File: src/rtl/rsdma_pkg.sv
// Shared definitions for the repeating single-element DMA channel.
// Assumes: element sizes 0/1/2 map to 1/2/4 bytes; code 3 is treated as 4.
package rsdma_pkg;

    typedef enum logic [1:0] {
        ST_IDLE  = 2'd0,
        ST_READ  = 2'd1,
        ST_WRITE = 2'd2
    } xfer_state_t;

    localparam logic [1:0] MODE_REPEAT_SINGLE = 2'b01;

    // Byte step for one element of the given size code.
    function automatic logic [2:0] elem_bytes(input logic [1:0] sz);
        case (sz)
            2'd0:    elem_bytes = 3'd1;
            2'd1:    elem_bytes = 3'd2;
            default: elem_bytes = 3'd4;
        endcase
    endfunction

endpackage

File: src/rtl/rsdma_trig.sv
// Trigger capture for the channel: holds one hardware trigger and the
// software request bit, and remembers which of the two the current transfer
// serves. Hardware triggers take precedence when both are waiting.
// Assumes: take/reject/finish come from the channel sequencer; reject is
// only raised together with take.
module rsdma_trig (
    input  logic clk,
    input  logic rst_n,
    input  logic active,
    input  logic hw_trig,
    input  logic sw_set,
    input  logic take,
    input  logic reject,
    input  logic finish,
    output logic pending,
    output logic sw_req
);

    logic hw_pend_q;
    logic sw_q;
    logic serve_sw_q;
    logic take_hw;

    assign take_hw = take & hw_pend_q;
    assign pending = hw_pend_q | sw_q;
    assign sw_req  = sw_q;

    // Hold one hardware trigger; a new strobe wins over consumption.
    always_ff @(posedge clk) begin
        if (!rst_n) begin
            hw_pend_q <= 1'b0;
        end else begin
            hw_pend_q <= active & ((hw_pend_q & ~take_hw) | hw_trig);
        end
    end

    // Record which request source the transfer being started serves.
    always_ff @(posedge clk) begin
        if (!rst_n) begin
            serve_sw_q <= 1'b0;
        end else if (take) begin
            serve_sw_q <= ~hw_pend_q;
        end
    end

    // Software request bit: set by write, cleared when its transfer ends.
    always_ff @(posedge clk) begin
        if (!rst_n) begin
            sw_q <= 1'b0;
        end else if (!active) begin
            sw_q <= 1'b0;
        end else if (sw_set) begin
            sw_q <= 1'b1;
        end else if ((finish & serve_sw_q) | (reject & ~hw_pend_q)) begin
            sw_q <= 1'b0;
        end
    end

    AST_SW_SELF_CLEAR: assert property (@(posedge clk) disable iff (!rst_n)
        (finish && serve_sw_q && !sw_set) |=> !sw_q);

    AST_PEND_HELD: assert property (@(posedge clk) disable iff (!rst_n)
        (hw_pend_q && !take && active) |=> hw_pend_q);

    AST_DISABLE_DROPS: assert property (@(posedge clk) disable iff (!rst_n)
        !active |=> (!sw_q && !hw_pend_q));

endmodule

File: src/rtl/rsdma_count.sv
// Working element count with reload, plus the half, done and interrupt
// flags. The count reloads from the programmed value when the last element
// of a block completes.
// Assumes: cfg_count is nonzero and stable while the channel is active.
module rsdma_count #(
    parameter int CW = 16
) (
    input  logic          clk,
    input  logic          rst_n,
    input  logic          load,
    input  logic [CW-1:0] cfg_count,
    input  logic          finish,
    input  logic [2:0]    clr,
    output logic          last,
    output logic          half,
    output logic          done,
    output logic          irq
);

    localparam logic [CW-1:0] ONE = CW'(1);

    logic [CW-1:0] cnt_q;
    logic [CW-1:0] cnt_next;
    logic          hit_half;
    logic          hit_done;

    assign last     = (cnt_q == ONE);
    assign cnt_next = cnt_q - ONE;
    assign hit_half = finish & (cnt_next == (cfg_count >> 1));
    assign hit_done = finish & last;

    // Load, decrement or reload the working count.
    always_ff @(posedge clk) begin
        if (!rst_n) begin
            cnt_q <= '0;
        end else if (load) begin
            cnt_q <= cfg_count;
        end else if (finish) begin
            cnt_q <= last ? cfg_count : cnt_next;
        end
    end

    // Sticky status flags; a set in the same cycle beats a clear.
    always_ff @(posedge clk) begin
        if (!rst_n) begin
            half <= 1'b0;
            done <= 1'b0;
            irq  <= 1'b0;
        end else begin
            half <= hit_half | (half & ~clr[0]);
            done <= hit_done | (done & ~clr[1]);
            irq  <= hit_done | (irq  & ~clr[2]);
        end
    end

    AST_CNT_STEP: assert property (@(posedge clk) disable iff (!rst_n)
        (finish && !last && !load) |=> cnt_q == $past(cnt_q) - ONE);

    AST_CNT_RELOAD: assert property (@(posedge clk) disable iff (!rst_n)
        (finish && last && !load) |=> cnt_q == $past(cfg_count));

    AST_DONE_RAISED: assert property (@(posedge clk) disable iff (!rst_n)
        (finish && last) |=> (done && irq));

endmodule

File: src/rtl/rsdma_ptr.sv
// One address pointer (source or destination): loads its start value,
// steps by the element size when incrementing, and returns to the start at
// count exhaustion when its reload select is set. Reports whether the
// current value lies inside the global limits.
// Assumes: AW is at least 4; limits are inclusive.
module rsdma_ptr
    import rsdma_pkg::*;
#(
    parameter int AW = 32
) (
    input  logic          clk,
    input  logic          rst_n,
    input  logic          load,
    input  logic [AW-1:0] start_val,
    input  logic          inc,
    input  logic          rld,
    input  logic [1:0]    size,
    input  logic          step,
    input  logic          wrap,
    input  logic [AW-1:0] lim_lo,
    input  logic [AW-1:0] lim_hi,
    output logic [AW-1:0] ptr,
    output logic          in_range
);

    localparam int PADW = AW - 3;

    logic [AW-1:0] ptr_q;
    logic [AW-1:0] stride;

    assign stride   = {{PADW{1'b0}}, elem_bytes(size)};
    assign ptr      = ptr_q;
    assign in_range = (ptr_q >= lim_lo) && (ptr_q <= lim_hi);

    // Load, reload or advance the pointer.
    always_ff @(posedge clk) begin
        if (!rst_n) begin
            ptr_q <= '0;
        end else if (load) begin
            ptr_q <= start_val;
        end else if (step) begin
            if (wrap && rld) begin
                ptr_q <= start_val;
            end else if (inc) begin
                ptr_q <= ptr_q + stride;
            end
        end
    end

    AST_PTR_RELOAD: assert property (@(posedge clk) disable iff (!rst_n)
        (step && wrap && rld && !load) |=> ptr_q == $past(start_val));

    AST_PTR_FIXED: assert property (@(posedge clk) disable iff (!rst_n)
        (step && !inc && !(wrap && rld) && !load) |=> $stable(ptr_q));

endmodule

File: src/rtl/rsdma_channel.sv
// Top of the repeating single-element DMA channel. A three-state sequencer
// takes a pending trigger, checks both pointers against the limits, then
// issues one read and one write on the single-beat memory port. Completion
// steps the count and pointers and updates status.
// Assumes: configuration and limits only change while disabled or idle;
// mem_ready is only raised while mem_req is high.
module rsdma_channel
    import rsdma_pkg::*;
#(
    parameter int AW = 32,
    parameter int DW = 32,
    parameter int CW = 16
) (
    input  logic          clk,
    input  logic          rst_n,
    input  logic          cfg_en,
    input  logic [1:0]    cfg_mode,
    input  logic [1:0]    cfg_size,
    input  logic          cfg_src_inc,
    input  logic          cfg_dst_inc,
    input  logic          cfg_src_rld,
    input  logic          cfg_dst_rld,
    input  logic [CW-1:0] cfg_count,
    input  logic [AW-1:0] cfg_src,
    input  logic [AW-1:0] cfg_dst,
    input  logic [AW-1:0] lim_lo,
    input  logic [AW-1:0] lim_hi,
    input  logic          hw_trig,
    input  logic          sw_req_set,
    input  logic [3:0]    stat_clr,
    output logic          sw_req,
    output logic          stat_half,
    output logic          stat_done,
    output logic          stat_addr_err,
    output logic          irq,
    output logic          mem_req,
    output logic          mem_we,
    output logic [AW-1:0] mem_addr,
    output logic [1:0]    mem_size,
    output logic [DW-1:0] mem_wdata,
    input  logic [DW-1:0] mem_rdata,
    input  logic          mem_ready
);

    localparam int NPTR    = 2;
    localparam int IDX_SRC = 0;
    localparam int IDX_DST = 1;

    xfer_state_t state_q;
    logic        active;
    logic        active_q;
    logic        load;
    logic        pending;
    logic        take;
    logic        reject;
    logic        finish;
    logic        last;
    logic        all_ok;
    logic        err_q;
    logic [DW-1:0] data_q;

    logic [NPTR-1:0][AW-1:0] ptr_start;
    logic [NPTR-1:0][AW-1:0] ptr_val;
    logic [NPTR-1:0]         ptr_inc;
    logic [NPTR-1:0]         ptr_rld;
    logic [NPTR-1:0]         ptr_ok;

    assign active = cfg_en && (cfg_mode == MODE_REPEAT_SINGLE);
    assign load   = active & ~active_q;
    assign all_ok = &ptr_ok;
    assign take   = (state_q == ST_IDLE) && active && pending;
    assign reject = take && !all_ok;
    assign finish = (state_q == ST_WRITE) && mem_ready;

    assign ptr_start[IDX_SRC] = cfg_src;
    assign ptr_start[IDX_DST] = cfg_dst;
    assign ptr_inc[IDX_SRC]   = cfg_src_inc;
    assign ptr_inc[IDX_DST]   = cfg_dst_inc;
    assign ptr_rld[IDX_SRC]   = cfg_src_rld;
    assign ptr_rld[IDX_DST]   = cfg_dst_rld;

    // Edge detect of the active condition for loading working state.
    always_ff @(posedge clk) begin
        if (!rst_n) begin
            active_q <= 1'b0;
        end else begin
            active_q <= active;
        end
    end

    // Sequencer: idle -> read -> write -> idle, one element per trigger.
    always_ff @(posedge clk) begin
        if (!rst_n) begin
            state_q <= ST_IDLE;
        end else begin
            case (state_q)
                ST_IDLE:  if (take && all_ok) state_q <= ST_READ;
                ST_READ:  if (mem_ready) state_q <= ST_WRITE;
                ST_WRITE: if (mem_ready) state_q <= ST_IDLE;
                default:  state_q <= ST_IDLE;
            endcase
        end
    end

    // Capture read data for the following write beat.
    always_ff @(posedge clk) begin
        if (!rst_n) begin
            data_q <= '0;
        end else if ((state_q == ST_READ) && mem_ready) begin
            data_q <= mem_rdata;
        end
    end

    // Sticky address-error flag; a new violation beats a clear.
    always_ff @(posedge clk) begin
        if (!rst_n) begin
            err_q <= 1'b0;
        end else begin
            err_q <= reject | (err_q & ~stat_clr[3]);
        end
    end

    // Memory port outputs decoded from the sequencer state.
    always_comb begin
        mem_req   = 1'b0;
        mem_we    = 1'b0;
        mem_addr  = '0;
        mem_wdata = '0;
        mem_size  = 2'd0;
        case (state_q)
            ST_READ: begin
                mem_req  = 1'b1;
                mem_addr = ptr_val[IDX_SRC];
                mem_size = cfg_size;
            end
            ST_WRITE: begin
                mem_req   = 1'b1;
                mem_we    = 1'b1;
                mem_addr  = ptr_val[IDX_DST];
                mem_wdata = data_q;
                mem_size  = cfg_size;
            end
            default: ;
        endcase
    end

    assign stat_addr_err = err_q;

    rsdma_trig u_trig (
        .clk     (clk),
        .rst_n   (rst_n),
        .active  (active),
        .hw_trig (hw_trig),
        .sw_set  (sw_req_set),
        .take    (take),
        .reject  (reject),
        .finish  (finish),
        .pending (pending),
        .sw_req  (sw_req)
    );

    rsdma_count #(.CW(CW)) u_count (
        .clk       (clk),
        .rst_n     (rst_n),
        .load      (load),
        .cfg_count (cfg_count),
        .finish    (finish),
        .clr       (stat_clr[2:0]),
        .last      (last),
        .half      (stat_half),
        .done      (stat_done),
        .irq       (irq)
    );

    for (genvar g = 0; g < NPTR; g++) begin : g_ptr
        rsdma_ptr #(.AW(AW)) u_ptr (
            .clk       (clk),
            .rst_n     (rst_n),
            .load      (load),
            .start_val (ptr_start[g]),
            .inc       (ptr_inc[g]),
            .rld       (ptr_rld[g]),
            .size      (cfg_size),
            .step      (finish),
            .wrap      (finish & last),
            .lim_lo    (lim_lo),
            .lim_hi    (lim_hi),
            .ptr       (ptr_val[g]),
            .in_range  (ptr_ok[g])
        );
    end

    AST_REQ_HOLDS: assert property (@(posedge clk) disable iff (!rst_n)
        (mem_req && !mem_ready) |=> (mem_req && $stable(mem_addr) && $stable(mem_we)));

    AST_WR_AFTER_RD: assert property (@(posedge clk) disable iff (!rst_n)
        (mem_req && !mem_we && mem_ready) |=> (mem_req && mem_we));

    AST_ACCESS_LEGAL: assert property (@(posedge clk) disable iff (!rst_n)
        mem_req |-> (mem_addr >= lim_lo && mem_addr <= lim_hi));

    AST_WDATA_FROM_READ: assert property (@(posedge clk) disable iff (!rst_n)
        (mem_req && !mem_we && mem_ready) |=> mem_wdata == $past(mem_rdata));

endmodule

File: config.mk
export PLATFORM = sky130hd
export DESIGN_NAME = rsdma_channel
export DESIGN_NICKNAME = d
export VERILOG_FILES = /design/src/rtl/rsdma_pkg.sv /design/src/rtl/rsdma_trig.sv /design/src/rtl/rsdma_count.sv /design/src/rtl/rsdma_ptr.sv /design/src/rtl/rsdma_channel.sv
export SDC_FILE = /design/constraint.sdc
export NUM_CORES = 1
export LEC_CHECK = 0
export BUFFER_PORTS_ARGS = -buffer_cell sky130_fd_sc_hd__buf_2
export CAP_MARGIN = 15
export CORE_ASPECT_RATIO = 0.75
export CORE_MARGIN = 2
export CORE_UTILIZATION = 35
export DETAILED_ROUTE_END_ITERATION = 8
export GPL_ROUTABILITY_DRIVEN = 0
export GPL_TIMING_DRIVEN = 0
export SETUP_SLACK_MARGIN = 0.05
export SLEW_MARGIN = 20
export SYNTH_ARGS = -nofsm -noshare
export SYNTH_HDL_FRONTEND = slang
export SYNTH_SLANG_ARGS = --single-unit
File: constraint.sdc
create_clock -name clk -period 3.3 [get_ports clk]
set_clock_uncertainty 0.05 [all_clocks]
set_input_delay 0.66 -clock clk [delete_from_list [all_inputs] [get_ports clk]]
set_output_delay 0.66 -clock clk [all_outputs]
set_load 0.03 [all_outputs]
Word level (Yosys, flattened, before mapping)
Cells that the tools add are included.

cells by class
  add/sub/neg operators = 3
  order comparisons = 4
  equality and inequality tests = 9
  muxes and demuxes = 23
  bitwise gates (word level) = 26
  reductions and logical operators = 24

operators by type and width
  kind                                                  count
  2-to-1 mux 32 bit                                     9
  adder 32 x 3 -> 32 bit                                2
  greater-or-equal comparator 32 bit                    2
  less-or-equal comparator 32 bit                       2
  case mux 32 bit (2 select lines)                      1
  2-to-1 mux 16 bit                                     3
  equality test 16 x 1 -> 1 bit, second input constant  1
  equality test 16 x 15 -> 1 bit                        1
  subtractor 16 x 1 -> 16 bit, second input constant    1
  bitwise AND 1 bit                                     12
  logical AND 1 bit                                     11
  2-to-1 mux 2 bit                                      4
  AND reduction 2 bit                                   4
  inverter 1 bit                                        7
  bitwise OR 1 bit                                      7
  equality test 2 x 1 -> 1 bit, second input constant   3
  case mux 2 bit (3 select lines)                       1
  case mux 3 bit (2 select lines)                       1
  nonzero test 3 bit                                    2
  zero test 2 bit                                       2
  2-to-1 mux 1 bit                                      4
  != test 2 bit, second input constant                  2
  nonzero test 2 bit                                    2
  AND reduction 3 bit                                   1
  4 further kinds                                       4

word-level totals
  bits in registers = 122
  input port bits = 194
  output and inout bits = 73

Depth between registers and ports, before layout
  depth in word-level cells = 9
  gate-level depth with buffers = 13

By module
A second synthesis with hierarchy kept.

unflattened totals
  cells, all modules = 1517
  area total of the unflattened synthesis = 11457.2 µm²

modules (own cells, without submodules)
  module                       times used  cells an instance  area an instance (µm²)
  rsdma_ptr at g_ptr[0].u_ptr  1           502                3758.6
  rsdma_ptr at g_ptr[1].u_ptr  1           507                3741.1
  rsdma_channel                1           285                2205.9
  rsdma_count                  1           209                1620.3
  rsdma_trig                   1           14                 131.4

Least setup slack after synthesis
No wires, ideal clock.

  path type = input to register
  start point = in cfg_size[0]
  end point = reg g_ptr[1].u_ptr.ptr_q[30]
  arrival time = 2.772 ns
  data required time = 3.122 ns
  path slack = 0.350 ns
  stages = 12
  path buffers = 0
  cells stage by stage = nor2_1 -> ha_1 -> inv_1 -> fa_1 -> nor2b_1 -> o21ai_1 -> or3_1 -> or3_1 -> nor3_1 -> o21ai_0 -> o21ai_0 -> nor2_1

on the way
  word-level cells in the longest chain between the ends = 7

ends and longest elaborated chain
  what                                                                    RTL line             source
  start, declared                                                         rsdma_channel.sv:18  input logic [1:0] cfg_size,
  equality test 2 x 1 -> 1 bit / zero test 2 bit (equally long branches)  rsdma_pkg.sv:15      case (sz)
  case mux 3 bit (2 select lines) (*)                                     rsdma_pkg.sv:15
  adder 32 x 3 -> 32 bit (*)                                              rsdma_ptr.sv:45      ptr_q <= ptr_q + stride;
  2-to-1 mux 32 bit (*)                                                   rsdma_ptr.sv:44      end else if (inc) begin
  2-to-1 mux 32 bit (*)                                                   rsdma_ptr.sv:42      if (wrap && rld) begin
  2-to-1 mux 32 bit (*)                                                   rsdma_ptr.sv:41      end else if (step) begin
  2-to-1 mux 32 bit (*)                                                   rsdma_ptr.sv:39      end else if (load) begin
  end signal, assigned                                                    rsdma_ptr.sv:40      ptr_q <= start_val;
  end signal, assigned                                                    rsdma_ptr.sv:43      ptr_q <= start_val;
  end signal, assigned                                                    rsdma_ptr.sv:45
  end, declared                                                           rsdma_ptr.sv:28      logic [AW-1:0] ptr_q;

Every way passes the cells marked *; elsewhere a longest branch is shown, timed or not. The select of a mux whose other input is x is not followed.
A chain may end at the register's enable or synchronous reset.

Worst setup path after layout
  start point = reg state_q[0]
  end point = out mem_addr[15]

on the way
  word-level cells in the longest chain between the ends = 2

ends and longest elaborated chain
  what                                                                        RTL line              source
  start, declared                                                             rsdma_channel.sv:49   xfer_state_t state_q;
  start signal, assigned                                                      rsdma_channel.sv:94   state_q <= ST_IDLE;
  start signal, assigned                                                      rsdma_channel.sv:97   ST_IDLE: if (take && all_ok) state_q <= ST_READ;
  start signal, assigned                                                      rsdma_channel.sv:98   ST_READ: if (mem_ready) state_q <= ST_WRITE;
  equality test 2 bit / equality test 2 x 1 -> 1 bit (equally long branches)  rsdma_channel.sv:130  case (state_q)
  case mux 32 bit (2 select lines) (*)                                        rsdma_channel.sv:130
  end, declared                                                               rsdma_channel.sv:38   output logic [AW-1:0] mem_addr,

Every way passes the cells marked *; elsewhere a longest branch is shown, timed or not.

==> run_results.csv <==
group,metric,value,unit
global_routing,grt-busiest-layer,"met1",
floorplanning,start_util,35.84,%
global_routing,use_met3,7.652,%
timing,worst_slew_pin_slew,0.9340,ns
flow_run,maxCapViolations,0,
cts,insertion_delay,0.43,ns
run_status,status,"finished, final reports clean",
finish,final_cell_mix,"buf_2 (281), nand2_1 (166), a21oi_1 (164)",
logic_synthesis,netlist_top_cells_area,"dfxtp_1 (23%), ha_1 (17%), a21oi_1 (7.8%)",
worst_setup_path,worst_ep_required_time,2.59,ns
timing,min_period,3.125,ns
timing,rsz0062_at_grt,"false",
finish,fill_cells,3076,
logic_synthesis,synthMuxAreaShare,0.4762,%
logic_synthesis,syn_area_per_cell,7.233,sq um
floorplanning,core_area,29320,sq um
worst_setup_path,crit_path_end,"mem_addr[15]",
global_routing,met1_usage,39.13,%
logic_synthesis,yosys_warnings,0,
power_and_ir_drop,ir_worst_vdd,0.2972,mV
floorplanning,io_pins,267,
worst_setup_path,critPathKind,"reg -> out",
global_routing,grt_usage,27.27,%
cts,cts_made_buffers,17,
worst_setup_path,path_max_fanout,10,
floorplanning,fp.dieW,204.1,microns
power_and_ir_drop,power.leakage,5.756,nW
logic_synthesis,ys_ff_latch,122,
detailed_routing,wirelength,43060,microns
timing,maxSlewViolCount,0,
finish,design_area,13130,sq um
logic_synthesis,ys_seq_area_share,23.24,%
floorplanning,rows,54,
detailed_routing,drc_errors,0,
timing,finalSetupViolCount,0,
detailed_routing,route.antenna.remaining_nets,0,
logic_synthesis,yosys.area_share.simple,26.11,%
worst_setup_path,critical_path.startpoint,"state_q[0]$_SDFFE_PN0P_",
finish,final_layout_size_suffix_gt1_share,20.64,%
logic_synthesis,synth_fa_ha_area_share,17.17,%
worst_setup_path,r2r-start,"state_q[0]$_SDFFE_PN0P_",
cts,ctsRootBufferMaster,"clkbuf_16",
floorplanning,die_h,154.1,microns
timing,relSlewSlack,37.73,%
finish,layout_commonest_cell,"buf_2",
place,placed_area,12340,sq um
logic_synthesis,synthXorXnorAreaFrac,2.334,%
cts,cts_buffer_depth,2,
timing,timing.final.ws_setup,0.1749,ns
detailed_routing,drt-initial-drc-count,899,
timing,fin_hold_ws,0.3863,ns
logic_synthesis,synth_top_area_share,23.24,%
logic_synthesis,synth-compound-area-share,24.63,%
worst_setup_path,cp.arrival,2.42,ns
global_routing,grt_pass1_vias,11410,
global_routing,grt_max_degree,17,
detailed_routing,via_per_inst,5.623,
global_routing,grt_pass1_wl,65660,microns
finish,fin_util,44.76,%
finish,num-nets-final,2078,
logic_synthesis,synth_top_family_by_area,"simple AND/OR/NAND/NOR gates",
min_path,hp-class,"in -> reg",
worst_setup_path,r2r-end,"g_ptr[0].u_ptr.ptr[11]$_SDFFE_PN0P_",
place,dp_hpwl,34100,microns
timing,max_freq,320.0,MHz
logic_synthesis,synth_enable_flop_cells,0,
detailed_routing,first_pass_iters,5,
worst_setup_path,end_kind,"output port",
cts,cts.sinks,122,
place,io_buffers,266,
place,pre_cts_slack,-0.4340,ns
cts,cts_tree,"done",
worst_setup_path,r2r_cells,9,
floorplanning,die_area,31440,sq um
global_routing,antenna_found_initial,4,
global_routing,grtUsageMet2,38.84,%
logic_synthesis,synth_cell_types,61,
logic_synthesis,async_reset_ff_share,0,%
detailed_routing,num_vias,12080,
finish,area_delta_synth_final,24.91,%
power_and_ir_drop,power.density,333.5,nW/um^2
logic_synthesis,synth_ff_type,"dfxtp_1",
logic_synthesis,synth_nets,1790,
worst_setup_path,cp-start-kind,"flop",
worst_setup_path,r2r_slack,0.21,ns
cts,h-tree-depth,4,
logic_synthesis,syn-cell-area,10510,sq um
timing,hold_violations,0,
logic_synthesis,synth_top_area_cell,"dfxtp_1",
cts,path_clk_slew,0.06,ns
timing,post-route-period-util,94.70,%
detailed_routing,wire_per_inst,20.05,microns
logic_synthesis,synthCells,1453,
global_routing,overflow,0,
-- registers in the layout, indices dropped and copies added (netlist names) --
name               count
u_trig.sw_req          1
state_q                2
g_ptr.u_ptr.ptr       64
u_trig.hw_pend_q       1
stat_addr_err          1
u_count.cnt_q         16
u_count.half           1
data_q                32
u_count.done           1
u_count.irq            1
u_trig.serve_sw_q      1
active_q               1
-- how the worst min path moves through the flow --
stage                                   to  slack (ns)                     from  depth (start not counted)
2_1_floorplan       data_q[0]$_SDFFE_PN0P_        0.38   data_q[0]$_SDFFE_PN0P_                          2
3_3_place_gp        data_q[6]$_SDFFE_PN0P_        0.39   data_q[6]$_SDFFE_PN0P_                          2
3_5_place_dp       data_q[12]$_SDFFE_PN0P_        0.39  data_q[12]$_SDFFE_PN0P_                          2
4_1_cts         u_trig.sw_req$_SDFFE_PN0P_        0.37               sw_req_set                          2
5_1_grt        u_trig.hw_pend_q$_SDFF_PN0_        0.38                  hw_trig                          2
6_report        u_trig.sw_req$_SDFFE_PN0P_        0.39               sw_req_set                          2
-- worst max-delay path: stages (launching register included) --
cell and delay [ns]:
dfxtp_1 0.38, inv_1 0.10, ha_1 0.30, clkbuf_4 0.25, clkbuf_2 0.25, a22oi_1 0.41, nor2b_1 0.09, buf_2 0.19
-- cell families (layout without fill, tap and decap cells) --
family / Yosys count / after routing
compound gates: 419 / 419
xor+xnor: 28 / 28
fa+ha+maj: 143 / 143
buf+inv: 163 / 464
flops: 122 / 122
mux: 5 / 5
other cells: 0 / 2
simple gates: 573 / 573
-- stage by stage --
step                power (mW)  TNS [ns]  std cells
floorplan                2.005         0       1453
global placement         2.300    -34.81       2111
detailed placement       2.310    -7.671       2111
CTS                      4.383         0       2143
global route             4.555         0       2147
finish                   4.377         0       2148
-- layer usage --
metal  wire length (microns)  vias to the layer above  part of all wire, %
met5                      27                        -                0.063
met1                   19450                     5592                   45
met4                    1285                        4                  3.0
met3                    4883                       79                   11
met2                   17420                      632                   40
li1                        -                     5772                    -
-- report_power, final --
part,switching (mW),internal [mW]
clock,0.786,1.29
combinational,0.465,0.308
sequential,0.0369,1.49
total,1.29,3.09
-- repair_timing --
action / CTS / global route
pin swaps: 0 / 7
hold endpoints to repair: 0 / 0
buffers inserted: 0 / 4
endpoints found under the setup margin: 30 / 45
hold buffers: 0 / 0
gates resized for setup: 7 / 31
-- area by class of cell --
| class | instances | area (sq um) | area share [%] |
|---|---|---|---|
| inverter | 86 | 322.8 | 2.459 |
| sequential | 122 | 2454 | 18.69 |
| clock inverter | 14 | 193.9 | 1.477 |
| tap | 392 | 490.5 | 3.737 |
| antenna | 2 | 5.005 | 0.03813 |
| multi-input combinational | 1168 | 7541 | 57.45 |
| timing repair buffer | 270 | 1361 | 10.37 |
| clock buffer | 18 | 439.2 | 3.346 |
| buffer | 76 | 319.1 | 2.431 |
-- cells in the mapped netlist (9+ instances only) --
| cell | n |
|---|---|
| or3_1 | 13 |
| xor2_1 | 9 |
| inv_1 | 85 |
| clkbuf_1 | 60 |
| a211oi_1 | 26 |
| nor2b_1 | 42 |
| xnor2_1 | 19 |
| a21oi_1 | 164 |
| and2_1 | 45 |
| ha_1 | 141 |
| a21o_1 | 10 |
| buf_2 | 15 |
| nor3_1 | 39 |
| nor2_1 | 150 |
| nand3_1 | 36 |
| nor4_1 | 14 |
| nand2b_1 | 9 |
| a22oi_1 | 43 |
| dfxtp_1 | 122 |
| o21ai_0 | 91 |
| nand2_1 | 166 |
| a21boi_0 | 13 |
| nand4_1 | 35 |
(Power assumes the default switching activity.)
